$ cat config.mk
export PLATFORM = sky130hd
export DESIGN_NAME = memmap_decoder
export DESIGN_NICKNAME = d
export VERILOG_FILES = /design/src/rtl/memdec_pkg.sv /design/src/rtl/memdec_cs_decode.sv /design/src/rtl/memdec_io_decode.sv /design/src/rtl/memdec_setclr.sv /design/src/rtl/memmap_decoder.sv
export SDC_FILE = /design/constraint.sdc
export NUM_CORES = 1
export LEC_CHECK = 0
export ABC_CLOCK_PERIOD_IN_PS = 1000
export BUFFER_PORTS_ARGS = -buffer_cell sky130_fd_sc_hd__buf_4
export CORE_MARGIN = 3
export CORE_UTILIZATION = 43
export DETAILED_ROUTE_END_ITERATION = 16
export GPL_TIMING_DRIVEN = 0
export PLACE_DENSITY_LB_ADDON = 0.05
export REMOVE_ABC_BUFFERS = 1
export SLEW_MARGIN = 20
export SYNTH_ARGS = -nofsm -noshare
export SYNTH_HDL_FRONTEND = slang
export SYNTH_HIERARCHICAL = 1
export SYNTH_SLANG_ARGS = --single-unit
$ cat constraint.sdc
create_clock -name clk -period 1 [get_ports clk]
set_input_delay 0 -clock clk [delete_from_list [all_inputs] [get_ports clk]]
set_output_delay 0 -clock clk [all_outputs]
set_load 0.1 [all_outputs]
$ cat src/rtl/memdec_pkg.sv
`timescale 1ns/1ps
package memdec_pkg;

   localparam int MAP_W  = 16;
   localparam int CS_CNT = 6;

   // granule codes within the I/O area (address bits 9:6)
   typedef enum logic [3:0] {
      GR_LCD       = 4'd6,
      GR_OFF       = 4'd7,
      GR_PULSE_ON  = 4'd8,
      GR_PULSE_OFF = 4'd9,
      GR_ALARM_SET = 4'd10,
      GR_ALARM_CLR = 4'd11,
      GR_CNT_RST   = 4'd12,
      GR_CNT_CLK   = 4'd13,
      GR_NMI_ON    = 4'd14,
      GR_NMI_OFF   = 4'd15
   } io_gran_e;

   typedef struct packed {
      logic lcd;
      logic off;
      logic pulse_on;
      logic pulse_off;
      logic alarm_set;
      logic alarm_clr;
      logic cnt_rst;
      logic cnt_clk;
      logic nmi_on;
      logic nmi_off;
   } io_hit_t;

   function automatic logic [MAP_W-1:0] cs_first(input int k);
      case (k)
         0:       cs_first = 16'h8000;
         1:       cs_first = 16'hE000;
         2:       cs_first = 16'hC000;
         3:       cs_first = 16'h4000;
         4:       cs_first = 16'h2000;
         default: cs_first = 16'h0400;
      endcase
   endfunction

   function automatic logic [MAP_W-1:0] cs_last(input int k);
      case (k)
         0:       cs_last = 16'hFFFF;
         1:       cs_last = 16'hFFFF;
         2:       cs_last = 16'hDFFF;
         3:       cs_last = 16'h5FFF;
         4:       cs_last = 16'h3FFF;
         default: cs_last = 16'h7FFF;
      endcase
   endfunction

endpackage

$ cat src/rtl/memdec_cs_decode.sv
`timescale 1ns/1ps
module memdec_cs_decode #(
   parameter int ADDR_W = 16,
   parameter int GRAN_W = 6,
   parameter int NUM_CS = 6,
   localparam int HI_W  = ADDR_W - GRAN_W
) (
   input  logic [HI_W-1:0]   addr_hi,
   input  logic              e_clk,
   input  logic              gate_strap,
   output logic [NUM_CS-1:0] cs_n
);
   import memdec_pkg::*;

   if (ADDR_W != MAP_W) begin : g_bad_addr
      $error("memdec_cs_decode: ADDR_W must equal the map width");
   end
   if (NUM_CS != CS_CNT) begin : g_bad_cnt
      $error("memdec_cs_decode: NUM_CS must equal the window count");
   end

   logic qual;
   assign qual = gate_strap ? e_clk : 1'b1;

   for (genvar k = 0; k < NUM_CS; k++) begin : g_cs
      localparam logic [ADDR_W-1:0] FIRST = cs_first(k);
      localparam logic [ADDR_W-1:0] LAST  = cs_last(k);
      localparam logic [HI_W-1:0]   BASE  = FIRST[ADDR_W-1:GRAN_W];
      localparam logic [HI_W-1:0]   SPAN  = LAST[ADDR_W-1:GRAN_W] - FIRST[ADDR_W-1:GRAN_W];
      logic [HI_W-1:0] off;
      logic            hit;
      assign off     = addr_hi - BASE;
      assign hit     = (off <= SPAN);
      assign cs_n[k] = ~(hit & qual);
   end

endmodule

$ cat src/rtl/memdec_io_decode.sv
`timescale 1ns/1ps
module memdec_io_decode #(
   parameter int ADDR_W = 16,
   parameter int GRAN_W = 6,
   parameter int IO_TOP = 'h0400,
   localparam int HI_W  = ADDR_W - GRAN_W,
   localparam int SEL_W = $clog2(IO_TOP >> GRAN_W)
) (
   input  logic [HI_W-1:0]     addr_hi,
   output memdec_pkg::io_hit_t hit
);
   import memdec_pkg::*;

   if (GRAN_W != 6 || IO_TOP != 'h0400) begin : g_bad_gran
      $error("memdec_io_decode: granule map assumes 64-byte granules below 0x400");
   end

   logic             in_io;
   logic [SEL_W-1:0] sel;

   assign in_io = (addr_hi[HI_W-1:SEL_W] == '0);
   assign sel   = addr_hi[SEL_W-1:0];

   always_comb begin
      hit = '0;
      if (in_io) begin
         case (sel)
            GR_LCD:       hit.lcd       = 1'b1;
            GR_OFF:       hit.off       = 1'b1;
            GR_PULSE_ON:  hit.pulse_on  = 1'b1;
            GR_PULSE_OFF: hit.pulse_off = 1'b1;
            GR_ALARM_SET: hit.alarm_set = 1'b1;
            GR_ALARM_CLR: hit.alarm_clr = 1'b1;
            GR_CNT_RST:   hit.cnt_rst   = 1'b1;
            GR_CNT_CLK:   hit.cnt_clk   = 1'b1;
            GR_NMI_ON:    hit.nmi_on    = 1'b1;
            GR_NMI_OFF:   hit.nmi_off   = 1'b1;
            default:      hit           = '0;
         endcase
      end
   end

endmodule

$ cat src/rtl/memdec_setclr.sv
`timescale 1ns/1ps
module memdec_setclr #(
   parameter bit CLR_WINS = 1'b1
) (
   input  logic clk,
   input  logic rst_n,
   input  logic set,
   input  logic clr,
   output logic q
);
   if (CLR_WINS) begin : g_clr_first
      always_ff @(posedge clk or negedge rst_n) begin
         if (!rst_n)   q <= 1'b0;
         else if (clr) q <= 1'b0;
         else if (set) q <= 1'b1;
      end
   end else begin : g_set_first
      always_ff @(posedge clk or negedge rst_n) begin
         if (!rst_n)   q <= 1'b0;
         else if (set) q <= 1'b1;
         else if (clr) q <= 1'b0;
      end
   end
endmodule

$ cat src/rtl/memmap_decoder.sv
`timescale 1ns/1ps
module memmap_decoder #(
   parameter int ADDR_W = 16,
   parameter int GRAN_W = 6,
   parameter int NUM_CS = 6,
   localparam int HI_W  = ADDR_W - GRAN_W
) (
   input  logic              clk,
   input  logic              rst_n,
   input  logic [HI_W-1:0]   addr_hi,
   input  logic              e_clk,
   input  logic              acc_valid,
   input  logic              gate_strap,
   input  logic              wake_req,
   output logic [NUM_CS-1:0] cs_n,
   output logic              lcd_en,
   output logic              sys_on,
   output logic              pulse_en,
   output logic              alarm,
   output logic              nmi_en,
   output logic              cnt_rst_pulse,
   output logic              cnt_clk_pulse
);
   import memdec_pkg::*;

   if (GRAN_W >= ADDR_W) begin : g_bad_widths
      $error("memmap_decoder: GRAN_W must be below ADDR_W");
   end

   memdec_cs_decode #(.ADDR_W(ADDR_W), .GRAN_W(GRAN_W), .NUM_CS(NUM_CS)) u_cs (
      .addr_hi(addr_hi), .e_clk(e_clk), .gate_strap(gate_strap), .cs_n(cs_n)
   );

   io_hit_t hit;
   memdec_io_decode #(.ADDR_W(ADDR_W), .GRAN_W(GRAN_W)) u_io (
      .addr_hi(addr_hi), .hit(hit)
   );

   assign lcd_en = hit.lcd;

   // access start detection
   logic acc_q;
   logic start;
   always_ff @(posedge clk or negedge rst_n) begin
      if (!rst_n) acc_q <= 1'b0;
      else        acc_q <= acc_valid;
   end
   assign start = acc_valid & ~acc_q;

   io_hit_t ev;
   assign ev = start ? hit : '0;

   memdec_setclr #(.CLR_WINS(1'b1)) u_on (
      .clk(clk), .rst_n(rst_n), .set(wake_req), .clr(ev.off), .q(sys_on)
   );
   memdec_setclr #(.CLR_WINS(1'b1)) u_pulse (
      .clk(clk), .rst_n(rst_n), .set(ev.pulse_on),
      .clr(ev.pulse_off | ev.off | ~sys_on), .q(pulse_en)
   );
   memdec_setclr #(.CLR_WINS(1'b1)) u_alarm (
      .clk(clk), .rst_n(rst_n), .set(ev.alarm_set), .clr(ev.alarm_clr), .q(alarm)
   );
   memdec_setclr #(.CLR_WINS(1'b1)) u_nmi (
      .clk(clk), .rst_n(rst_n), .set(ev.nmi_on), .clr(ev.nmi_off | ev.off), .q(nmi_en)
   );

   always_ff @(posedge clk or negedge rst_n) begin
      if (!rst_n) begin
         cnt_rst_pulse <= 1'b0;
         cnt_clk_pulse <= 1'b0;
      end else begin
         cnt_rst_pulse <= ev.cnt_rst;
         cnt_clk_pulse <= ev.cnt_clk;
      end
   end

   AST_GATED_IDLE: assert property (@(posedge clk) disable iff (!rst_n)
      (gate_strap && !e_clk) |-> (&cs_n));
   AST_LCD_NOT_MEM: assert property (@(posedge clk) disable iff (!rst_n)
      lcd_en |-> (&cs_n));
   AST_ALARM_QUIET: assert property (@(posedge clk) disable iff (!rst_n)
      !acc_valid |=> $stable(alarm));
   AST_NMI_QUIET: assert property (@(posedge clk) disable iff (!rst_n)
      !acc_valid |=> $stable(nmi_en));
   AST_PULSE_NEEDS_ON: assert property (@(posedge clk) disable iff (!rst_n)
      !sys_on |-> !pulse_en);
   AST_CLK_STROBE_SINGLE: assert property (@(posedge clk) disable iff (!rst_n)
      cnt_clk_pulse |=> !cnt_clk_pulse);
   AST_RST_STROBE_SINGLE: assert property (@(posedge clk) disable iff (!rst_n)
      cnt_rst_pulse |=> !cnt_rst_pulse);
   AST_STROBE_EXCL: assert property (@(posedge clk) disable iff (!rst_n)
      !(cnt_rst_pulse && cnt_clk_pulse));

endmodule

==> impl_metrics.toml, run 1 <==
[sta]
fin_skew_ns = 0.00249
rsz0062_at_grt = "true"
slew_viol_final = 0
hold_viol = 0
fin_ws_ns = -0.238
worst_pin_slew_ns = 0.299
fin_crit_sh = 1.24
clock.fmax_mhz = 808
finalSetupViolCount = 8
fin_crit_ns = 1.24
slew-limit-headroom = 0.801

[global_routing]
antenna_found_initial = 0
overflow = 0
grt_pass1_wl_um = 2550
grt_max_degree = 12
grt_usage = 0.187
grt_pass1_vias = 592

[detailed_routing]
via_count = 676
wl_per_cell_um = 20.1
postRouteAntennaNets = 0
viasPerCell = 5.98
wirelength_um = 2280
drc = 0
drtIter0Drc = 19
first_pass_iters = 4

[synth]
syn_avg_cell_area_um2 = 9.06
synth_cells = 62
ys_ff_latch = 7
yosys_warnings = 6
syn_area_um2 = 562
synth.yosys.seq_area_share = 0.312
ys_types = 28

[critical_path]
start_kind = "input pin"
crit_type = "input pin to flop"
critPathRequiredTime_ns = 1.14
startpoint = "addr_hi[9]"
r2r-end = "u_pulse/q$_DFFE_PN0P_"
critPathCapture = "u_pulse/q$_DFFE_PN0P_"
end_kind = "flop"
r2r_slack_ns = -0.05
worstPathArrival_ns = 1.38
reg2reg_depth = 3
rr_startpoint = "acc_q$_DFF_PN0_"
crit_fanout = 11

[pwr]
power_density_mw_per_mm2 = 905
p_leak_nw = 0.464
power_w = 0.000948
peakVddDrop_uv = 497

[clock_tree]
clk_path_buf_depth = 2
clock_latency_ns = 0.26
numCtsBuffers = 3
path_clk_slew_ns = 0.06
root_buffer = "clkbuf_4"
cts.htree.levels = 1
cts_tree = "done"
cts.sink_count = 7

[run_status]
status = "finished, violations left"
failed_checks = "setup timing"

[placement]
place_ws_ns = -0.549
port_buffers = 28
gp_congestion = 0.799
hpwl_um = 1020

[floorplanning]
die_area_mm2 = 0.00178
rows = 12
core_mm2 = 0.00117
fp.dieH_um = 42.1
num_io_pins = 29
die-width_um = 42.1
initial_core_util = 0.480

[job]
drv_cap = 0

[layout]
area_growth_pct = 86.4
fin_nets = 118
final_common_cell = "buf_4"
antennaDiodeCount = 0
drive_above_1_share = 0.535
postLayoutCoreUtil = 0.894
layout_common_cells = "buf_4, and2_1, dfrtp_1, buf_6"

[min_path]
hold_path.class = "input pin to flop"
[critical path: stages]
cell     delay [ns]
buf_12         0.12
or4bb_4        0.58
nor3_4         0.27
nor2_2         0.07
o21ai_1        0.15
o21ba_1        0.18
[worst min path at each step]
stage | slack [ns] | endpoint | depth (start not counted) | startpoint
global placement | -0.19 | acc_q$_DFF_PN0_ | 1 | rst_n
CTS | 0.07 | cnt_rst_pulse$_DFF_PN0_ | 3 | addr_hi[0]
floorplan | -0.30 | acc_q$_DFF_PN0_ | 0 | rst_n
detailed placement | -0.18 | acc_q$_DFF_PN0_ | 1 | rst_n
finish | 0.08 | cnt_rst_pulse$_DFF_PN0_ | 3 | addr_hi[0]
global route | 0.07 | cnt_rst_pulse$_DFF_PN0_ | 3 | addr_hi[0]
[repair_timing]
action                     in CTS  in global routing
setup endpoints to repair       6                  8
buffers inserted                2                  1
cloned                          1                  0
pin swaps                      10                 16
hold endpoints to repair        9                  0
hold buffers                    3                  0
gates resized for setup        20                 22
[cells by family (layout without fill, tap and decap cells)]
logic type                 count (synthesis)  count (layout)  share of synthesized area
AOI/OAI and AO/OA                          8               8                      0.125
xor gates and xnor gates                   2               2                     0.0312
adders and majority gates                  2               2                     0.0445
buffers and inverters                      5              41                     0.0601
DFF                                        7               7                      0.312
muxes                                      1               1                     0.0178
and+or+nand+nor                           37              38                      0.410
[layout make-up]
cell class | count | area (um^2)
Clock buffer | 4 | 26.3
Multi-Input combinational cell | 51 | 477
Inverter | 3 | 13.8
Timing Repair Buffer | 34 | 338
Fill cell | 54 | 124
Tap cell | 14 | 17.5
Sequential cell | 7 | 175
[power by group]
group | internal, W | switching [W] | leakage [nW]
clock | 0.000153 | 0.000116 | 0.0150
combinational | 0.000148 | 0.000241 | 0.359
sequential | 0.000287 | 0.00000313 | 0.0901
[layer usage]
| metal | part of all wire | track usage | vias up |
|---|---|---|---|
| met5 | 0 | 0 | - |
| met1 | 0.39 | 0.229 | 317 |
| met3 | 0.066 | 0.0215 | 8 |
| met2 | 0.52 | 0.312 | 47 |
| met4 | 0.025 | 0.112 | 0 |
| li1 | - | - | 304 |
[stage by stage]
stage	std cells	hold slack, ns	TNS (ns)	cell area [um^2]
finish	113	0.0799	-0.900	1050
global route	113	0.0715	-1.17	1050
CTS	112	0.0725	-0.433	931
detailed placement	102	-0.185	-2.69	767
global placement	102	-0.186	-2.71	767
floorplan	60	-0.296	-4.31	539
[cell usage after synthesis]
master | number | area (um^2)
dfrtp_1 | 7 | 175
nor3_2 | 1 | 10.0
ha_1 | 2 | 25.0
or4bb_1 | 1 | 11.3
o211ai_1 | 1 | 7.51
nor4_1 | 4 | 25.0
or3_1 | 1 | 6.26
nand2b_1 | 4 | 25.0
or4_4 | 1 | 11.3
inv_1 | 2 | 7.51
inv_2 | 1 | 3.75
nor2_1 | 4 | 15.0
nand3_1 | 1 | 5.00
xnor2_1 | 1 | 8.76
nand4_1 | 2 | 12.5
a211oi_2 | 1 | 12.5
buf_6 | 2 | 22.5
and2_1 | 7 | 43.8
xor2_1 | 1 | 8.76
or4b_2 | 1 | 10.0
o21ai_0 | 1 | 5.00
mux2i_1 | 1 | 10.0
nand2_1 | 2 | 7.51
o21ba_1 | 4 | 40.0
nor2b_2 | 1 | 8.76
nor3_1 | 6 | 30.0
nand4b_1 | 1 | 8.76
o21ai_1 | 1 | 5.00
[state kept, by name, indices dropped and copies added (netlist names)]
signal and flops:
u_pulse/q 1, u_on/q 1, cnt_rst_pulse 1, u_alarm/q 1, cnt_clk_pulse 1, u_nmi/q 1, acc_q 1
Note: power is estimated with default switching activity, not from simulation.
==> inputs of run 2 (changes only) <==
ABC_AREA = 1   (was unset)
CORE_UTILIZATION = 45   (was 43)
==> run 2 against run 1 <==
Against the previous run:
- area after synthesis rose by 13%
- non-clock buffer count is 3 lower
- power decreased by 9.3%
- register-to-register slack better by 0.14 ns
- critical path type unchanged
- global-route usage down 2.7 points
- highest routed layer is now met3
- via count increased by 2.8%
- the run now ends clean
- die area grew 6.8%
- cell count is 37% higher
- largest power group unchanged
==> impl_metrics.toml, run 2 <==
[run_status]
status = "complete, no violations"

[pwr]
p_clk_frac = 0.289
p_int_w = 0.000544
peakVddDrop_uv = 994
p_sw_frac = 0.367
p_leak_nw = 0.471
comb_power_share = 0.373
power_switching_w = 0.000315
power_density_mw_per_mm2 = 923
seq_power_share = 0.338

[job]
drv_cap = 0

[critical_path]
worstPathArrival_ns = 1.10
crit_type = "input pin to flop"
r2r_slack_ns = 0.09
crit_fanout = 8
critPathRequiredTime_ns = 1.14
end_kind = "flop"
start_kind = "input pin"

[placement]
gp_congestion = 0.842
place_ws_ns = -0.0394
place_area_um2 = 862
port_buffers = 28
hpwl_um = 1120

[floorplanning]
initial_core_util = 0.522
fp.dieH_um = 43.5
die_area_mm2 = 0.00190
core_mm2 = 0.00122
rows = 12
die-width_um = 43.5
num_io_pins = 29

[layout]
final_common_cell = "nor2_1"
fin_nets = 160
stdcell_area_um2 = 931
layout_common_cells = "nor2_1, nand2_1, buf_4, inv_1, nor2_2"
area_growth_pct = 46.7
drive_above_1_share = 0.383
antennaDiodeCount = 0

[detailed_routing]
drc = 0
wl_per_cell_um = 9.34
via_count = 695
viasPerCell = 4.48
postRouteAntennaNets = 0
wirelength_um = 1450
drtIter0Drc = 10
first_pass_iters = 4

[synth]
syn_avg_cell_area_um2 = 5.98
synth_top_area_share = 0.276
synth_cells = 106
synth_area_leader_cell = "dfrtp_1"
synthTopCellsByArea = "dfrtp_1, nor2_1, nand2_1"
ys_ff_latch = 7
yosys_warnings = 6
ys.flop_type = "dfrtp_1"
synth_edf_count = 0
syn_area_um2 = 634
ys_top_cells_by_count = "nor2_1, nand2_1, inv_1"
ys_types = 15
synth_most_common_cell = "nor2_1"
async_flop_share = 1.00
synth.yosys.seq_area_share = 0.276

[clock_tree]
root_buffer = "clkbuf_4"
cts_tree = "done"
cts.sink_count = 7
cts_setup_buffers = 0
numCtsBuffers = 3
clock_latency_ns = 0.24
clk_path_buf_depth = 2
path_clk_slew_ns = 0.05
cts.htree.levels = 1

[global_routing]
grt_usage = 0.161
overflow = 0
grt_pass1_vias = 591
grt_max_degree = 11
antenna_found_initial = 0
grt_pass1_wl_um = 2370

[sta]
fin_crit_sh = 0.960
slew-limit-headroom = 0.814
fin_skew_ns = 0.000847
fin_crit_ns = 0.960
hold_viol = 0
slew_viol_final = 0
fin_ws_ns = 0.0403
clock.fmax_mhz = 1040
finalSetupViolCount = 0
rsz0062_at_grt = "true"
worst_pin_slew_ns = 0.281

[min_path]
hold_path.class = "input pin to async pin"
## run 2: logic make-up (layout without fill, tap and decap cells)
family | Yosys count | after routing | synth area share
fa+ha+maj | 2 | 2 | 0.0394
buf+inv | 24 | 59 | 0.146
simple gates | 72 | 72 | 0.525
flops | 7 | 7 | 0.276
xor+xnor | 1 | 1 | 0.0138
## run 2: layout make-up
type	count	area [um^2]
tap	14	17.5
fill	104	285
multi-input combinational	75	369
sequential	7	175
timing repair buffer	31	248
inverter	24	95.1
clock buffer	4	26.3
## run 2: power groups by stage
stage | registers (W) | clock network, W | logic (W)
2_1_floorplan | 0.000308 | 0 | 0.000187
3_3_place_gp | 0.000295 | 0 | 0.000299
3_5_place_dp | 0.000295 | 0 | 0.000305
4_1_cts | 0.000290 | 0.000259 | 0.000316
5_1_grt | 0.000290 | 0.000272 | 0.000344
6_report | 0.000290 | 0.000248 | 0.000321
## run 2: path summary, 6_finish.rpt
check	startpoint	to	cells past startpoint
max reg2reg	acc_q$_DFF_PN0_	u_alarm/q$_DFFE_PN0P_	5
min	rst_n	u_nmi/q$_DFFE_PN0P_	2
min in group clk	addr_hi[1]	cnt_rst_pulse$_DFF_PN0_	6
min reg2reg	u_nmi/q$_DFFE_PN0P_	u_nmi/q$_DFFE_PN0P_	2
max	acc_valid	u_alarm/q$_DFFE_PN0P_	8
max in group asynchronous	rst_n	u_alarm/q$_DFFE_PN0P_	2
## run 2: metal layers
layer	wire length (um)	share of wire	global-route usage
met1	620	0.43	0.214
met3	102	0.070	0.0622
met5	0	0	0
met2	725	0.50	0.262
met4	0	0	0
## run 2: per-stage QoR
step / TNS (ns) / utilization / total power (W) / hold slack [ns] / std cells
2_1_floorplan: -1.62 / - / 0.000495 / -0.296 / 106
3_3_place_gp: -0.0212 / 0.709 / 0.000594 / -0.185 / 148
3_5_place_dp: -0.0394 / 0.709 / 0.000600 / -0.183 / 148
4_1_cts: 0 / 0.755 / 0.000865 / 0.104 / 155
5_1_grt: -0.0140 / 0.765 / 0.000906 / 0.107 / 155
6_report: 0 / 0.765 / 0.000859 / 0.104 / 155
## run 2: worst max-delay path, cell delays in order
cell and delay (ns):
dlygate4sd3_1 0.54, buf_4 0.14, inv_1 0.08, nor2_4 0.05, inv_6 0.10, nor2_2 0.04, nor2_1 0.09, nor2_1 0.05
## run 2: timing repair
action	in CTS	in global routing
resized for setup	0	4
setup endpoints to repair	0	5
endpoints found under the hold margin	9	0
hold buffers	3	0
==> inputs of run 3 (changes only) <==
CELL_PAD_IN_SITES_DETAIL_PLACEMENT = 1   (was unset)
CELL_PAD_IN_SITES_GLOBAL_PLACEMENT = 2   (was unset)
CORE_ASPECT_RATIO = 0.8   (was unset)
CORE_UTILIZATION = 21   (was 45)
==> run 3 against run 2 <==
Against the previous run:
- sequential power about the same
- clock power is 60% higher
- power increased by 17%
- global-route usage down 6.3 points
- setup slack gained 0.049 ns
- first-iteration DRC count increased to 2.8 times the previous value
- combinational power barely moved
- sequential cell count stayed put
==> impl_metrics.toml, run 3 (synthesized netlist as in run 2, its figures left out) <==
[sta]
worst_pin_slew_ns = 0.281
final.setup.tns_ns = 0
fin_crit_sh = 0.911
hold_viol = 0
fin_skew_ns = 0.00143
slew-limit-headroom = 0.814
holdWs_ns = 0.0172
fin_crit_ns = 0.911
rsz0062_at_grt = "true"
finalSetupViolCount = 0
slew_viol_final = 0
clock.fmax_mhz = 1100

[clock_tree]
cts.htree.levels = 1
cts_tree = "done"
numCtsBuffers = 3
path_clk_slew_ns = 0.04
clock_latency_ns = 0.23
root_buffer = "clkbuf_8"
cts.sink_count = 7
clk_path_buf_depth = 2

[placement]
place_area_um2 = 892
port_buffers = 28
dpl.cell_count = 172
gp_congestion = 0.722
hpwl_um = 1450

[global_routing]
overflow = 0
grt_pass1_vias = 664
antenna_found_initial = 0
grt_max_degree = 11
grt_usage = 0.0976
grt_pass1_wl_um = 2720

[detailed_routing]
first_pass_iters = 2
viasPerCell = 4.01
drc = 0
wl_per_cell_um = 9.39
postRouteAntennaNets = 0
wirelength_um = 1670
drtIter0Drc = 28
via_count = 714

[job]
drv_cap = 0

[floorplanning]
rows = 17
initial_core_util = 0.224
num_io_pins = 29
fp.dieH_um = 55.2
die-width_um = 67.5
die_area_mm2 = 0.00372
core_mm2 = 0.00283

[pwr]
peakVddDrop_uv = 575
power_w = 0.00101
power_density_mw_per_mm2 = 1030
p_leak_nw = 0.475

[min_path]
hold_path.class = "input pin to flop"

[critical_path]
end_kind = "primary output"
critPathRequiredTime_ns = 1.00
crit_chain = "buf_4 -> inv_2 -> ha_1 -> inv_1 -> nand2_1 -> nand2_1 -> inv_2 -> nand3b_1 -> buf_6"
start_kind = "input pin"
worstPathArrival_ns = 0.91
crit_fanout = 5
crit_type = "input pin to primary output"
cpPeakStageDelay_ns = 0.23
slowest_stage = "buf_6"

[layout]
layout_common_cells = "nor2_1, nand2_1, buf_4, inv_1, nor2_2"
area_growth_pct = 53.8
antennaDiodeCount = 0
drive_above_1_share = 0.379
fin_cells = 178
stdcell_area_um2 = 976
fin_nets = 159
final_common_cell = "nor2_1"

[run_status]
status = "complete, no violations"
run 3: cell types whose count changed in the layout (fill, tap and decap cells not counted), sizes merged:
cell / delta
dlygate4sd3: -1
run 3: through the flow:
| stage | utilization | setup WS (ns) |
|---|---|---|
| final | 0.345 | 0.0890 |
| after global routing | 0.345 | -0.00363 |
| after CTS | 0.338 | 0.0303 |
| after detailed placement | 0.315 | -0.0923 |
| after global placement | 0.315 | -0.0857 |
| after floorplan | - | -0.561 |
run 3: path summary, 6_finish.rpt:
path	start	endpoint	slack, ns	cells after the start
max in group asynchronous	rst_n	u_alarm/q$_DFFE_PN0P_	0.75	2
setup reg to reg	acc_q$_DFF_PN0_	u_alarm/q$_DFFE_PN0P_	0.10	5
min in group asynchronous	rst_n	u_on/q$_DFFE_PN0P_	0.12	2
hold / removal	wake_req	u_on/q$_DFFE_PN0P_	0.02	3
setup / recovery	addr_hi[7]	cs_n[4]	0.09	9
hold reg to reg	u_pulse/q$_DFFE_PN0P_	u_pulse/q$_DFFE_PN0P_	0.50	2
run 3: final cells by class:
class / count / area, um^2
Clock buffer: 4 / 45.0
Tap cell: 38 / 47.5
Timing Repair Buffer: 30 / 241
Sequential cell: 7 / 175
Inverter: 24 / 92.6
Fill cell: 386 / 1850
Multi-Input combinational cell: 75 / 374
run 3: metal layers:
metal,global-route usage,vias to the layer above,share of wire
met5,0,-,0
met4,0.0202,0,0
met3,0.0404,0,0.075
met2,0.157,19,0.47
met1,0.123,323,0.45
li1,-,372,-
run 3: worst max-delay path, delay by kind of cell:
family                   cells  cell delay, ns
buffers and inverters        5            0.50
AND/OR/NAND/NOR              3            0.21
adder cells (fa/ha/maj)      1            0.21
run 3: where the power goes:
group          total, W  switching [W]  internal (W)  leakage (nW)
registers      0.000291     0.00000273      0.000289        0.0901
logic          0.000319       0.000218      0.000102         0.362
clock network  0.000397       0.000121      0.000276        0.0228
run 3: repair_timing:
item | in CTS | in global routing
hold buffers | 2 | 0
gates resized for setup | 0 | 4
endpoints found under the hold margin | 8 | 0
endpoints found under the setup margin | 0 | 4
setup buffers | 0 | 0
